`src/rtl/rxs_pkg.sv`:
```
package rxs_pkg;

    localparam int BUS_W = 8;

    typedef struct packed {
        logic [BUS_W-1:0] data;
        logic             par;
        logic             sop;
        logic             eop;
        logic             err;
    } beat_t;

    function automatic logic odd_par(input logic [BUS_W-1:0] d);
        return ~(^d);
    endfunction

    localparam beat_t BEAT_RESET = '{data: '0, par: 1'b1, sop: 1'b0, eop: 1'b0, err: 1'b0};

endpackage

```
`src/rtl/rxs_enable_sampler.sv`:
```
module rxs_enable_sampler (
    input  logic clk,
    input  logic rst,
    input  logic enable_n,
    output logic go
);
    logic go_q;

    always_ff @(posedge clk) begin
        if (rst) go_q <= 1'b0;
        else     go_q <= ~enable_n;
    end

    assign go = go_q;

    AST_GO_FOLLOWS: assert property (@(posedge clk) disable iff (rst)
        !$past(rst) |-> (go == !$past(enable_n)));
endmodule

```
`src/rtl/rxs_beat_former.sv`:
```
module rxs_beat_former
    import rxs_pkg::*;
(
    input  logic [BUS_W-1:0] data,
    input  logic             sop,
    input  logic             eop,
    input  logic             err,
    output beat_t            beat
);
    always_comb begin
        beat.data = data;
        beat.par  = odd_par(data);
        beat.sop  = sop;
        beat.eop  = eop;
        beat.err  = eop & err;
    end
endmodule

```
`src/rtl/rxs_out_stage.sv`:
```
module rxs_out_stage
    import rxs_pkg::*;
(
    input  logic  clk,
    input  logic  rst,
    input  logic  take,
    input  beat_t nb,
    output beat_t q_beat,
    output logic  q_vld
);
    beat_t beat_r;
    logic  vld_r;
    logic  in_pkt;

    always_ff @(posedge clk) begin
        if (rst) begin
            beat_r <= BEAT_RESET;
            vld_r  <= 1'b0;
        end else if (take) begin
            beat_r <= nb;
            vld_r  <= 1'b1;
        end else begin
            vld_r      <= 1'b0;
            beat_r.sop <= 1'b0;
            beat_r.eop <= 1'b0;
            beat_r.err <= 1'b0;
        end
    end

    always_ff @(posedge clk) begin
        if (rst) in_pkt <= 1'b0;
        else if (vld_r && beat_r.eop) in_pkt <= 1'b0;
        else if (vld_r && beat_r.sop) in_pkt <= 1'b1;
    end

    assign q_beat = beat_r;
    assign q_vld  = vld_r;

    AST_HOLD_IDLE: assert property (@(posedge clk) disable iff (rst)
        !take |=> $stable(beat_r.data) && !vld_r);
    AST_SOP_FRESH: assert property (@(posedge clk) disable iff (rst)
        (vld_r && beat_r.sop) |-> !in_pkt);
    AST_FLAG_NEEDS_VLD: assert property (@(posedge clk) disable iff (rst)
        (beat_r.sop || beat_r.eop || beat_r.err) |-> vld_r);
endmodule

```
`src/rtl/spl_rx_source.sv`:
```
module spl_rx_source
    import rxs_pkg::*;
(
    input  logic             clk,
    input  logic             rst,
    input  logic             s_valid,
    output logic             s_ready,
    input  logic [BUS_W-1:0] s_data,
    input  logic             s_sop,
    input  logic             s_eop,
    input  logic             s_err,
    input  logic             lnk_enable_n_i,
    output logic [BUS_W-1:0] lnk_data_o,
    output logic             lnk_par_o,
    output logic             lnk_sop_o,
    output logic             lnk_eop_o,
    output logic             lnk_err_o,
    output logic             lnk_valid_o
);
    logic  go;
    logic  take;
    beat_t nb;
    beat_t ob;
    logic  ov;

    rxs_enable_sampler u_sampler (
        .clk      (clk),
        .rst      (rst),
        .enable_n (lnk_enable_n_i),
        .go       (go)
    );

    rxs_beat_former u_former (
        .data (s_data),
        .sop  (s_sop),
        .eop  (s_eop),
        .err  (s_err),
        .beat (nb)
    );

    assign take = go & s_valid;

    rxs_out_stage u_out (
        .clk    (clk),
        .rst    (rst),
        .take   (take),
        .nb     (nb),
        .q_beat (ob),
        .q_vld  (ov)
    );

    assign s_ready     = go;
    assign lnk_data_o  = ob.data;
    assign lnk_par_o   = ob.par;
    assign lnk_sop_o   = ob.sop;
    assign lnk_eop_o   = ob.eop;
    assign lnk_err_o   = ob.err;
    assign lnk_valid_o = ov;

    AST_HALT_LATENCY: assert property (@(posedge clk) disable iff (rst)
        lnk_valid_o |-> !$past(lnk_enable_n_i, 2));
    AST_RESUME_LATENCY: assert property (@(posedge clk) disable iff (rst)
        (!$past(rst, 2) && !$past(rst) && !$past(lnk_enable_n_i, 2) && $past(s_valid)) |-> lnk_valid_o);
    AST_ODD_PARITY: assert property (@(posedge clk) disable iff (rst)
        1'b1 |-> (^{lnk_data_o, lnk_par_o}) == 1'b1);
    AST_ERR_ON_END: assert property (@(posedge clk) disable iff (rst)
        lnk_err_o |-> (lnk_eop_o && lnk_valid_o));
    AST_POP_PRESENTS: assert property (@(posedge clk) disable iff (rst)
        (s_valid && s_ready) |=> (lnk_valid_o && lnk_data_o == $past(s_data)));
endmodule

```
`config.mk`:
```
export PLATFORM = sky130hd
export DESIGN_NAME = spl_rx_source
export DESIGN_NICKNAME = d
export VERILOG_FILES = /design/src/rtl/rxs_pkg.sv /design/src/rtl/rxs_enable_sampler.sv /design/src/rtl/rxs_beat_former.sv /design/src/rtl/rxs_out_stage.sv /design/src/rtl/spl_rx_source.sv
export SDC_FILE = /design/constraint.sdc
export NUM_CORES = 1
export LEC_CHECK = 0
export ABC_CLOCK_PERIOD_IN_PS = 910
export BUFFER_PORTS_ARGS = -buffer_cell sky130_fd_sc_hd__buf_2
export CORE_AREA = 5 5 42 44
export CTS_BUF_LIST = sky130_fd_sc_hd__clkbuf_16
export DETAILED_ROUTE_END_ITERATION = 7
export DIE_AREA = 0 0 47 49
export GPL_TIMING_DRIVEN = 0
export PLACE_DENSITY = 0.82
export SLEW_MARGIN = 20
export SYNTH_ARGS = -nofsm -noshare
export SYNTH_HDL_FRONTEND = slang
export SYNTH_SLANG_ARGS = --single-unit
```
`constraint.sdc`:
```
create_clock -name clk -period 0.91 [get_ports clk]
set_input_delay 0.091 -clock clk [delete_from_list [all_inputs] [get_ports clk]]
set_output_delay 0.091 -clock clk [all_outputs]
set_load 0.01 [all_outputs]
```
==> impl_metrics.toml, run 1 <==
[sta]
setup_viol = 0
worstMarginPinSlew_ps = 482
fin_crit_sh = 0.932
fin_crit_ps = 848
hold_viol_final = 1
hold_ws_ps = -3.97
fmax_mhz = 1180
clock_skew_ps = 1.31
max_slew_margin = 0.679
fin_tns_setup_ps = 0
report.final.slew_viol_count = 0

[yosys]
yosysSeqAreaShare = 0.559
synthTopCellsByArea = "dfxtp_1 56%, nand2_1 13%, xnor2_1 10%"
synth_top_family_by_area = "simple AND/OR/NAND/NOR gates"
yosys_warnings = 0
syn_avg_cell_area_um2 = 8.80
yosysTopAreaCell = "dfxtp_1"
syn_inst = 57
synth.distinct_cells = 11
synth_top_cell_area_share = 0.559
synth_fa_ha_area_frac = 0
synth_xor_area_frac = 0.122
synth-simple-area-share = 0.192
synth_mux_area_frac = 0
synth-seq-cells = 14
syn-num-nets = 72
synth_compound_area_frac = 0.0998
syn_area_um2 = 502

[grt]
grt_max_degree = 11
grtUsageTotal = 0.122
grt_first_pass_wirelength_mm = 2.04
grt_pass1_vias = 483
grt_overflow = 0
grt_antenna_before_repair = 0

[floorplan]
coreArea_um2 = 1400
initial_utilization = 0.358
die_area_um2 = 2300
ios = 29
rows = 14
fp.dieH_um = 49
die_w_um = 47

[final_layout]
regArea_um2 = 282
multi_input_area_um2 = 218
nFillCells = 138
area_growth_pct = 51.6
layout.nets = 105
final_common_cell = "buf_2"
final_cells = 105
drive_gt1_frac = 0.427
mostFrequentLayoutCells = "28 x buf_2, 15 x nand2_1, 13 x dfxtp_1"
n_antenna_cell = 0
design_area_um2 = 761

[power_and_ir_drop]
p_leak_nw = 0.355
p_per_area_nw_per_um2 = 2130
power_frac_comb = 0.104
seq_power_share = 0.397
peakVddDrop_uv = 1330
p_clk_frac = 0.498
p_sw_mw = 0.323
power_mw = 1.62
power_switching_share = 0.199
p_int_mw = 1.30

[outcome]
status = "finished with violations"
violations = "hold timing"

[critical_path]
crit_arrival_ps = 950
criticalPathCategory = "reg2reg"
cp_data_required_time_ps = 1010
endpoint_kind = "flip-flop"
crit_fanout = 8
crit_path_cell_trace = "and2_2 > nand2_1 > a21oi_1"
worst_setup_path_start_kind = "flip-flop"
cpPeakStageDelay_ps = 320
cp_slowest_cell = "dfxtp_2"

[cts]
cts.reportedPaths.clkPinSlew_ps = 40
clock_latency_ps = 240
clockBufferDepth = 2
cts_sinks = 14
htree_num_levels = 1
numCtsBuffers = 3
cts_root_buf = "clkbuf_16"
post_cts_buffers = 0
tritoncts = "done"

[job]
cap_violations = 0

[drt]
ant_nets = 0
routed_wl_mm = 1.24
num_vias = 476
detail_route.first_pass.iterations = 4
wire_per_inst_um = 11.8
via_per_inst = 4.53
drc = 0
drtIter0Drc = 2

[placement]
dp_cells = 101
portBuffers = 28
post-dp-hpwl_um = 901
gp_congestion = 0.665
place_area_um2 = 662

[min_path]
hp-class = "in2reg"
## cell usage after synthesis, drive strengths merged
cell type  number
nand2          17
xnor2           6
and3            1
o21ai           1
and2            3
nor2            2
dfxtp          14
clkbuf          1
a21oi           9
xor2            1
buf             2
## routing by layer
layer	GRT usage	wire (um)	vias up
li1	-	-	243
met1	0.128	469	212
met2	0.204	654	21
met3	0.0590	119	0
met4	0.0415	0	0
met5	0	0	-
## per-stage QoR
stage          worst slack (ps)  utilization
2_1_floorplan              1.22            -
3_3_place_gp               14.6        0.472
3_5_place_dp              -21.2        0.472
4_1_cts                    4.66        0.535
5_1_grt                   -12.4        0.543
6_report                   61.6        0.543
## critical path: cells and delay by family (launching register included)
kind               cells  cell delay [ps]
DFF                    1              320
and+or+nand+nor        2              330
AOI/OAI and AO/OA      1               60
## power by group through the flow
stage	clock, mW	sequential, mW	combinational, mW
finish	0.809	0.645	0.169
CTS	0.821	0.644	0.168
floorplan	0	0.665	0.0834
global route	0.866	0.647	0.189
detailed placement	0	0.655	0.163
global placement	0	0.654	0.159
## repair_timing
action / in CTS / in global routing
setup endpoints to repair: 3 / 8
pin swaps: 0 / 2
gates resized for setup: 3 / 6
gates cloned: 0 / 1
hold buffers: 0 / 0
## path summary, 6_finish.rpt
check	startpoint	endpoint	slack, ps	cells past startpoint
max	u_sampler.go	u_out.q_beat[7]	60	3
min	lnk_enable_n_i	u_sampler.go	-4	2
max reg2reg	u_sampler.go	u_out.q_beat[7]	60	3
min reg2reg	u_out.q_beat[8]	u_out.q_beat[8]	450	2
## final cells by class
type,count,share of cell area
Timing Repair Buffer,29,0.194
Tap cell,16,0.0263
Clock buffer,3,0.0987
Buffer,2,0.0197
Multi-Input combinational cell,40,0.286
Clock inverter,1,0.00493
Sequential cell,14,0.370
## kinds of logic after synthesis
group,Yosys count
buffers and inverters,3
and+or+nand+nor,23
AOI/OAI and AO/OA,10
DFF,14
xor gates and xnor gates,7
## registers in the layout, indices dropped and copies added (netlist names)
name / flops
u_out.q_vld: 1
u_out.q_beat: 12
u_sampler.go: 1
Power figures use the tool's default switching activity.
==> run 2: changes to the inputs <==
- SETUP_SLACK_MARGIN: unset -> 0.15
==> run 2 against run 1 <==
  * The flow now finishes without violations
  * Combinational power rose by 12%
  * Clock skew about the same
  * Largest power group unchanged
  * Final area grew 14%
  * Hold slack better by 47 ps
  * Highest routed layer is now met4
  * Count of clock-buffer cells in the layout did not move
==> impl_metrics.toml, run 2 (synthesized netlist as in run 1, its figures left out) <==
[outcome]
status = "finished, final reports clean"

[critical_path]
crit_family = "flip-flops"
r2r_end = "u_out.q_beat[5]"
rr_worst_depth = 4
r2r-start = "u_sampler.go"
crit_arrival_ps = 1000
worst_setup_path_start_kind = "flip-flop"
cp_slowest_cell = "dfxtp_2"
cp_data_required_time_ps = 1070
r2r_slack_ps = 70
cp-startpoint = "u_sampler.go"
crit_path_cell_trace = "and2_4 > buf_6 > nand2_1 > a21oi_1"
criticalPathCategory = "reg2reg"
crit_buf_inv = 1
crit_fanout = 8
cpPeakStageDelay_ps = 340
endpoint_kind = "flip-flop"

[drt]
drtIter0Drc = 3
num_vias = 470
ant_nets = 0
detail_route.first_pass.iterations = 3
drc = 0
routed_wl_mm = 1.14
via_per_inst = 4.39
wire_per_inst_um = 10.6

[min_path]
hold_start = "rst"
min_path_cells = 2
hp-class = "in2reg"
hold_end = "u_out.q_vld"

[sta]
fmax_mhz = 1190
max_slew_margin = 0.691
fin_crit_ps = 842
rsz0062_at_grt = "yes"
hold_ws_ps = 43.5
worstMarginPinSlew_ps = 463
fin_crit_sh = 0.925
setup_viol = 0
report.final.slew_viol_count = 0
hold_viol_final = 0
clock_skew_ps = 1.31

[floorplan]
initial_utilization = 0.358
fp.dieH_um = 49
die_area_um2 = 2300
die_w_um = 47
rows = 14
ios = 29
coreArea_um2 = 1400

[cts]
numCtsBuffers = 3
clock_latency_ps = 240
htree_num_levels = 1
cts_sinks = 14
tritoncts = "done"
cts.reportedPaths.clkPinSlew_ps = 40
clockBufferDepth = 2
cts_root_buf = "clkbuf_16"

[final_layout]
fin_util = 0.621
largest_reg_flops = 12
layout.nets = 107
drive_gt1_frac = 0.549
area_growth_pct = 73.6
n_antenna_cell = 0
design_area_um2 = 871
mostFrequentLayoutCells = "16 x nand2_1, 16 x buf_2, 14 x buf_6"

[power_and_ir_drop]
p_clk_frac = 0.492
p_sw_mw = 0.331
peakVddDrop_uv = 1280
power_mw = 1.66
p_per_area_nw_per_um2 = 1900
power_switching_share = 0.200
power_frac_comb = 0.115
seq_power_share = 0.393
p_int_mw = 1.33
p_leak_nw = 0.382

[grt]
grt_max_degree = 11
grtUsageTotal = 0.120
grt_first_pass_wirelength_mm = 1.88
grt_pass1_vias = 455
grt_antenna_before_repair = 0
grt_overflow = 0

[placement]
post-dp-hpwl_um = 846
place_area_um2 = 684
portBuffers = 28
gp_congestion = 0.671

[job]
cap_violations = 0
## run 2: cell count changes in the layout (fill, tap and decap cells not counted)
cell           before  now
buf_6               1   14
buf_2              28   16
dlygate4sd3_1       0    1
and2_2              1    0
dfxtp_2             1   13
dfxtp_1            13    1
nand2_2             2    1
and2_4              0    1
nand2_1            15   16
## run 2: how the worst max path moves through the flow
stage	endpoint	slack, ps	cells past startpoint
after floorplan	u_out.q_beat[3]	110	4
after global placement	u_out.q_beat[3]	30	5
after detailed placement	u_out.q_beat[3]	5	5
after CTS	u_out.q_beat[5]	70	4
after global routing	u_out.q_beat[5]	-20	4
final	u_out.q_beat[5]	70	4
## run 2: what timing repair did
action / CTS / global route
pin swaps: 0 / 0
setup endpoints to repair: 20 / 26
gates resized for setup: 14 / 10
hold endpoints to repair: 1 / 0
hold buffers: 1 / 0
setup buffers: 0 / 1
## run 2: power groups by stage
stage               Sequential (mW)  Combinational [mW]  Clock, mW
floorplan                     0.666              0.0907          0
global placement              0.655               0.166          0
detailed placement            0.657               0.168          0
CTS                           0.650               0.185      0.839
global route                  0.654               0.210      0.864
finish                        0.652               0.190      0.816
## run 2: per-stage QoR
| step | setup slack, ps | setup TNS, ps | instances |
|---|---|---|---|
| after floorplan | 106 | 0 | 57 |
| after global placement | 30.2 | 0 | 101 |
| after detailed placement | 4.95 | 0 | 101 |
| after CTS | 68.9 | 0 | 106 |
| after global routing | -15.7 | -15.7 | 107 |
| final | 68.3 | 0 | 107 |
## run 2: layout make-up
class	instances	area, um^2
fill	121	531
clock inverter	1	3.75
clock buffer	3	75.1
buffer	3	26.3
timing repair buffer	30	233
sequential	14	297
tap	16	20.0
multi-input combinational	40	216
## run 2: routing by layer
layer  vias up  global-route usage  wire (um)
met2        19               0.186        552
li1        247                   -          -
met4         0              0.0968         38
met3         4              0.0443        110
met5         -                   0          0
met1       200               0.121        435
